--- src/rtl/hio_pkg.sv ---
package hio_pkg;
    localparam int ADDR_W = 11;

    typedef logic [ADDR_W-1:0] ioaddr_t;

    typedef struct packed {
        logic    act;
        ioaddr_t addr;
    } hold_t;

    typedef struct packed {
        logic alt;
    } strap_t;
endpackage

--- src/rtl/hio_strobe_hold.sv ---
module hio_strobe_hold
    import hio_pkg::*;
(
    input  logic    clk,
    input  logic    rst,
    input  logic    rd_n,
    input  logic    wr_n,
    input  ioaddr_t addr,
    output logic    strb,
    output ioaddr_t addr_eff
);
    hold_t hold_d, hold_q;
    logic  lead;

    always_comb begin
        strb     = ~rd_n | ~wr_n;
        lead     = strb & ~hold_q.act;
        addr_eff = lead ? addr : hold_q.addr;
        hold_d.act  = strb;
        hold_d.addr = addr_eff;
    end

    always_ff @(posedge clk) begin
        if (rst) hold_q <= '0;
        else     hold_q <= hold_d;
    end

    // once the strobe has been seen low, the held address does not move
    a_r1_addr_held: assert property (@(posedge clk) disable iff (rst)
        (strb && hold_q.act) |-> $stable(addr_eff));
endmodule

--- src/rtl/hio_base_bank.sv ---
module hio_base_bank
    import hio_pkg::*;
#(
    parameter int NUM_FN = 4,
    localparam int IDX_W = (NUM_FN > 1) ? $clog2(NUM_FN) : 1
)(
    input  logic                    clk,
    input  logic                    prog_we,
    input  logic [IDX_W-1:0]        prog_idx,
    input  ioaddr_t                 prog_base,
    output logic [NUM_FN-1:0][ADDR_W-1:0] bases
);
    logic [NUM_FN-1:0][ADDR_W-1:0] bases_d, bases_q;

    always_comb begin
        bases_d = bases_q;
        if (prog_we) bases_d[prog_idx] = prog_base;
    end

    // no reset branch: a programmed map survives reset
    always_ff @(posedge clk) begin
        bases_q <= bases_d;
    end

    assign bases = bases_q;
endmodule

--- src/rtl/hio_win_match.sv ---
module hio_win_match
    import hio_pkg::*;
#(
    parameter int NUM_FN   = 4,
    parameter int WIN_LOG2 = 3
)(
    input  ioaddr_t                       addr,
    input  logic [NUM_FN-1:0][ADDR_W-1:0] bases,
    output logic [NUM_FN-1:0]             first_hit
);
    logic [NUM_FN-1:0] raw_hit;
    logic              found;

    for (genvar i = 0; i < NUM_FN; i++) begin : g_fn
        assign raw_hit[i] = (bases[i] != '0) &&
            (addr[ADDR_W-1:WIN_LOG2] == bases[i][ADDR_W-1:WIN_LOG2]);
    end

    always_comb begin
        first_hit = '0;
        found     = 1'b0;
        for (int i = 0; i < NUM_FN; i++) begin
            if (raw_hit[i] && !found) begin
                first_hit[i] = 1'b1;
                found        = 1'b1;
            end
        end
    end
endmodule

--- src/rtl/hostio_decoder.sv ---
module hostio_decoder
    import hio_pkg::*;
#(
    parameter int      NUM_FN      = 4,
    parameter int      WIN_LOG2    = 3,
    parameter ioaddr_t CFG_BASE_LO = 11'h3F0,
    parameter ioaddr_t CFG_BASE_HI = 11'h370,
    localparam int     IDX_W       = (NUM_FN > 1) ? $clog2(NUM_FN) : 1
)(
    input  logic              clk,
    input  logic              rst,
    input  logic [10:0]       addr,
    input  logic              rd_n,
    input  logic              wr_n,
    input  logic              aen,
    input  logic              ext_cs_en,
    input  logic              cs_n,
    input  logic              strap,
    input  logic              prog_we,
    input  logic [IDX_W-1:0]  prog_idx,
    input  logic [10:0]       prog_base,
    output logic              cfg_idx_sel,
    output logic              cfg_dat_sel,
    output logic [NUM_FN-1:0] fn_sel,
    output logic [10:0]       addr_lat
);
    strap_t  strap_d, strap_q;
    logic    strb, qual, idx_hit, dat_hit;
    ioaddr_t addr_eff, cfg_base;
    logic [NUM_FN-1:0][ADDR_W-1:0] bases;
    logic [NUM_FN-1:0]             win_hit;

    hio_strobe_hold u_hold (
        .clk      (clk),
        .rst      (rst),
        .rd_n     (rd_n),
        .wr_n     (wr_n),
        .addr     (addr),
        .strb     (strb),
        .addr_eff (addr_eff)
    );

    hio_base_bank #(.NUM_FN(NUM_FN)) u_bank (
        .clk       (clk),
        .prog_we   (prog_we),
        .prog_idx  (prog_idx),
        .prog_base (prog_base),
        .bases     (bases)
    );

    hio_win_match #(.NUM_FN(NUM_FN), .WIN_LOG2(WIN_LOG2)) u_match (
        .addr      (addr_eff),
        .bases     (bases),
        .first_hit (win_hit)
    );

    always_comb begin
        strap_d.alt = rst ? strap : strap_q.alt;
        cfg_base    = strap_q.alt ? CFG_BASE_HI : CFG_BASE_LO;
        idx_hit     = (addr_eff == cfg_base);
        dat_hit     = (addr_eff == cfg_base + ADDR_W'(1));
        qual        = strb & ~aen & ~rst & (~ext_cs_en | ~cs_n);
        cfg_idx_sel = qual & idx_hit;
        cfg_dat_sel = qual & dat_hit;
        fn_sel      = (qual & ~idx_hit & ~dat_hit) ? win_hit : '0;
        addr_lat    = addr_eff;
    end

    always_ff @(posedge clk) begin
        strap_q <= strap_d;
    end

    // DMA cycles decode nothing
    a_r3_aen_quiet: assert property (@(posedge clk) disable iff (rst)
        aen |-> (!cfg_idx_sel && !cfg_dat_sel && fn_sel == '0));

    // no select without an active strobe
    a_r10_idle_quiet: assert property (@(posedge clk) disable iff (rst)
        (rd_n && wr_n) |-> (!cfg_idx_sel && !cfg_dat_sel && fn_sel == '0));

    // at most one select at a time
    a_r9_onehot: assert property (@(posedge clk) disable iff (rst)
        $onehot0({cfg_idx_sel, cfg_dat_sel, fn_sel}));

    // strap choice frozen once reset is released
    a_r5_strap_frozen: assert property (@(posedge clk) disable iff (rst)
        !$past(rst) |-> $stable(strap_q.alt));

    for (genvar i = 0; i < NUM_FN; i++) begin : g_chk
        // a zero base never selects
        a_r8_zero_base_off: assert property (@(posedge clk) disable iff (rst)
            fn_sel[i] |-> (bases[i] != '0));
    end
endmodule

--- config.mk ---
export PLATFORM = sky130hd
export DESIGN_NAME = hostio_decoder
export DESIGN_NICKNAME = d
export VERILOG_FILES = /design/src/rtl/hio_pkg.sv /design/src/rtl/hio_strobe_hold.sv /design/src/rtl/hio_base_bank.sv /design/src/rtl/hio_win_match.sv /design/src/rtl/hostio_decoder.sv
export SDC_FILE = /design/constraint.sdc
export NUM_CORES = 1
export LEC_CHECK = 0
export BUFFER_PORTS_ARGS = -buffer_cell sky130_fd_sc_hd__buf_2
export CAP_MARGIN = 20
export CORE_ASPECT_RATIO = 1.5
export CORE_MARGIN = 1
export CORE_UTILIZATION = 40
export DETAILED_ROUTE_END_ITERATION = 7
export PLACE_DENSITY = 0.71
export SETUP_SLACK_MARGIN = 0.5
export SYNTH_ARGS = -nofsm -noshare
export SYNTH_HDL_FRONTEND = slang
export SYNTH_SLANG_ARGS = --single-unit
--- constraint.sdc ---
create_clock -name clk -period 4 [get_ports clk]
set_clock_uncertainty 0.2 [all_clocks]
set_input_delay 0.8 -clock clk [delete_from_list [all_inputs] [get_ports clk]]
set_output_delay 0.8 -clock clk [all_outputs]
set_load 0.01 [all_outputs]
==> metrics.md <==
| Metric | Value |
|---|---|
| Critical path type | in2out |
| Port Buf Inserts | 49 |
| Final Hold Vio Count | 0 |
| Worst Tran Pin Value | 0.926 ns |
| Most frequent cell after synthesis | edfxtp_1 |
| Synth-to-Final Area Change | 34.7% |
| Min-Delay Startpoint | u_hold.hold_q[2] |
| Crit path DAT | approximately 2.6 ns |
| Post-Syn Instances | 231 |
| Met2 usage | 0.425 |
| Synthesized area per cell | approximately 12 sq um |
| Top post-synthesis cells by area | edfxtp_1 (50%), dfxtp_1 (8.8%), xnor2_1 (4.8%) |
| Pin count of the biggest net entering global routing | 14 |
| Pre-antenna DRT Iters | 4 |
| Worst reg-to-reg setup slack | 2.34 ns |
| Status | finished clean |
| Fill cell count | 549 |
| Row count | 36 |
| Ant. Diodes | 0 |
| CTS tree | done |
| Sequential Power Share | 0.467 |
| Met3 usage | 0.0459 |
| Initial antenna violation count | 0 |
| Hold WC Path Type | reg2reg |
| Multi-input gate area | 1240 sq um |
| Adder-cell share of the synthesized area | 0 |
| Clock transition at path regs | 0.06 ns |
| Post-synthesis mux area share | 0.0363 |
| Avg Vias per Cell | 5.65 |
| Cells on worst reg2reg path | 7 |
| Clk sinks | 57 |
| Final Critical Period | between 3 and 4 ns |
| CTS Buffer Depth | 2 |
| First-pass GRT wire length | 11900 um |
| Clock Latency Late Sink | around 0.33 ns |
| H-tree levels | 3 |
| Sequential cell area fraction in the yosys report | 0.584 |
| Initial Util | 0.417 |
| Flops & latches, synth | 57 |
| Final setup violation count | 0 |
| Ys Warns | 0 |
| Crit end category | primary output |
| Global routing usage on met1 | 0.237 |
| Routed Antenna Nets | 0 |
| Netlist cell types | 46 |
| Via count | 2209 |
| Simple-gate area share of the yosys netlist | 0.158 |
| Crit path launch type | input port |
| Synth Flop Type | edfxtp_1 |
| Synth async-reset ratio | 0 |
| Comb power frac | 0.163 |
| Die Ht | 103 um |
| Layout cell share with drive strength beyond 1 | 0.352 |
| Initial DRC Count | roughly 230 |
| Final TNS setup | 0 ns |
| R2r startpoint | u_hold.hold_q[11] |
| DP HPWL | 5650 um |
| VDD IR-drop max | 0.000198 V |
| Register area | 1590 sq um |
| I/O Pins | 50 |
| Count of pins over their slew limit | 0 |
| Pleak | 1.42 nW |
| Vias in the first global route | 2163 |
| Total grt overflow | 0 |
| Setup ws final | 0.447 ns |
| Int Pwr | between 0.001 and 0.0015 W |
| Hold-critical path depth | 2 |
| Most frequent cells after synthesis | edfxtp_1 (45), nor2_1 (21), inv_1 (19) |
| Critical path peak fanout | 8 |
| Sw Share | 0.251 |
| R2r endpoint | u_hold.hold_q[10] |
| Largest area contributor in the netlist | edfxtp_1 |
| Pwr per Cell Area | 413 nW/um^2 |
| Max Freq | 281 MHz |
| Drt drc | 0 |
| Hold Path End | u_hold.hold_q[2] |
| Main combinational cell family by area after synthesis | simple AND/OR/NAND/NOR gates |
| Mapped Area | around 2700 sq um |
| Hold_buf cts | 0 |
| RSZ-0062 raised after global routing | yes |
| Syn Nets | 264 |
| Total power | 0.00151 W |
| GRT busiest layer | met2 |
| MaxCap Viol Count | 0 |
| Final WL | 7960 um |
| Routability cong. | 0.962 |
| XOR/XNOR share of the synthesized area | 0.0740 |
| Drt wl/cell | approximately 20 um |
| Layout Utilization | 0.562 |
| Critical Path RT | 3.00 ns |
| P_sw | about 0.00038 W |
| EDFF count, synth | 45 |
| Root Buffer | clkbuf_8 |
| Synth Area in Compound Gates | 0.112 |
| Headroom to the max-slew limit | 0.380 |
| Worst setup path startpoint | wr_n |
| Clk pwr share | 0.370 |
| Worst Setup Slack post-DPL | 0.0522 ns |
| Gr usage total | 0.229 |
| Die area | 7150 sq um |
| Core area | 6530 sq um |
| Die width | 69.4 um |
| Final period util | 0.888 |
| Fin nets | 344 |
| TritonCTS Buffers | 9 |
| Top-area cell type share of the netlist area | 0.496 |
==> cells in the final DEF (no fill, tap or decap), drive strengths merged, types with 2 or more instances in the layout <==
cell type  Yosys  routed
buf            2      71
edfxtp        45      45
nor2          21      21
inv           19      19
nand2         15      15
xnor2         15      15
dfxtp         12      12
clkbuf         2      11
nand2b        10      10
nor4          10      10
a21oi          9      10
xor2           8       8
mux2i          8       8
nor3           6       6
o22ai          5       5
a2111oi        4       4
a21o           3       3
and3           3       3
a221oi         3       3
clkinv         0       3
nand3          3       3
and2           2       2
nor2b          2       2
nor4b          2       2
bufinv         0       2
nor3b          2       2
a31oi          2       2
o2111ai        2       2
==> how the worst max path moves through the flow <==
stage,slack [ns],to,depth (start not counted)
detailed placement,0.05,fn_sel[3],8
CTS,0.41,fn_sel[3],10
global route,0.38,fn_sel[2],10
floorplan,0.60,fn_sel[3],6
global placement,0.06,fn_sel[2],8
finish,0.45,fn_sel[3],10
==> state kept, by name (all words and copies together), names as in the netlist <==
name           flops
u_bank.bases      44
u_hold.hold_q     12
strap_q            1
==> cell families after synthesis <==
logic type,count (synthesis)
and+or+nand+nor,82
AOI/OAI and AO/OA,38
xor gates and xnor gates,23
buffers and inverters,23
DFF,57
muxes,8
==> metrics by stage <==
stage | hold WS [ns] | area (sq um) | std cells
6_report | 0.296 | 3670 | 391
3_3_place_gp | 0.274 | 3100 | 360
2_1_floorplan | 0.252 | 2720 | 231
5_1_grt | 0.345 | 3670 | 391
3_5_place_dp | 0.289 | 3100 | 360
4_1_cts | 0.299 | 3500 | 383
==> timing repair <==
item | 4_1_cts | 5_1_grt
gates cloned | 1 | 0
buffers inserted | 7 | 8
resized for setup | 20 | 20
pin swaps | 5 | 10
endpoints found under the setup margin | 6 | 5
==> critical path, cell delays in order <==
cell       delay (ns)
buf_8            0.10
a21oi_4          0.16
buf_12           0.17
buf_8            0.11
mux2i_4          0.25
xnor2_2          0.11
a2111oi_4        0.21
nand4_1          0.15
nor4bb_1         0.30
buf_2            0.18
==> per-layer routing <==
metal  wire length (um)  up-vias
met5                  0        -
met4                348        0
met3                386       23
met2               4340      103
met1               2880     1060
li1                   -     1023
==> area by class of cell <==
class | count | area share
clock inverters | 5 | 0.0194
inverters | 19 | 0.0194
flip-flops and latches | 57 | 0.434
repair buffers | 72 | 0.129
clock buffers | 10 | 0.0348
well taps | 76 | 0.0259
multi-input cells | 152 | 0.338
==> power by group through the flow <==
stage | logic [W] | clock network [W] | registers [W]
final | 0.000247 | 0.000560 | 0.000707
after global routing | 0.000264 | 0.000596 | 0.000709
after CTS | 0.000221 | 0.000568 | 0.000705
after detailed placement | 0.000186 | 0 | 0.000715
after global placement | 0.000185 | 0 | 0.000715
after floorplan | 0.000112 | 0 | 0.000703
(Power assumes the default switching activity.)
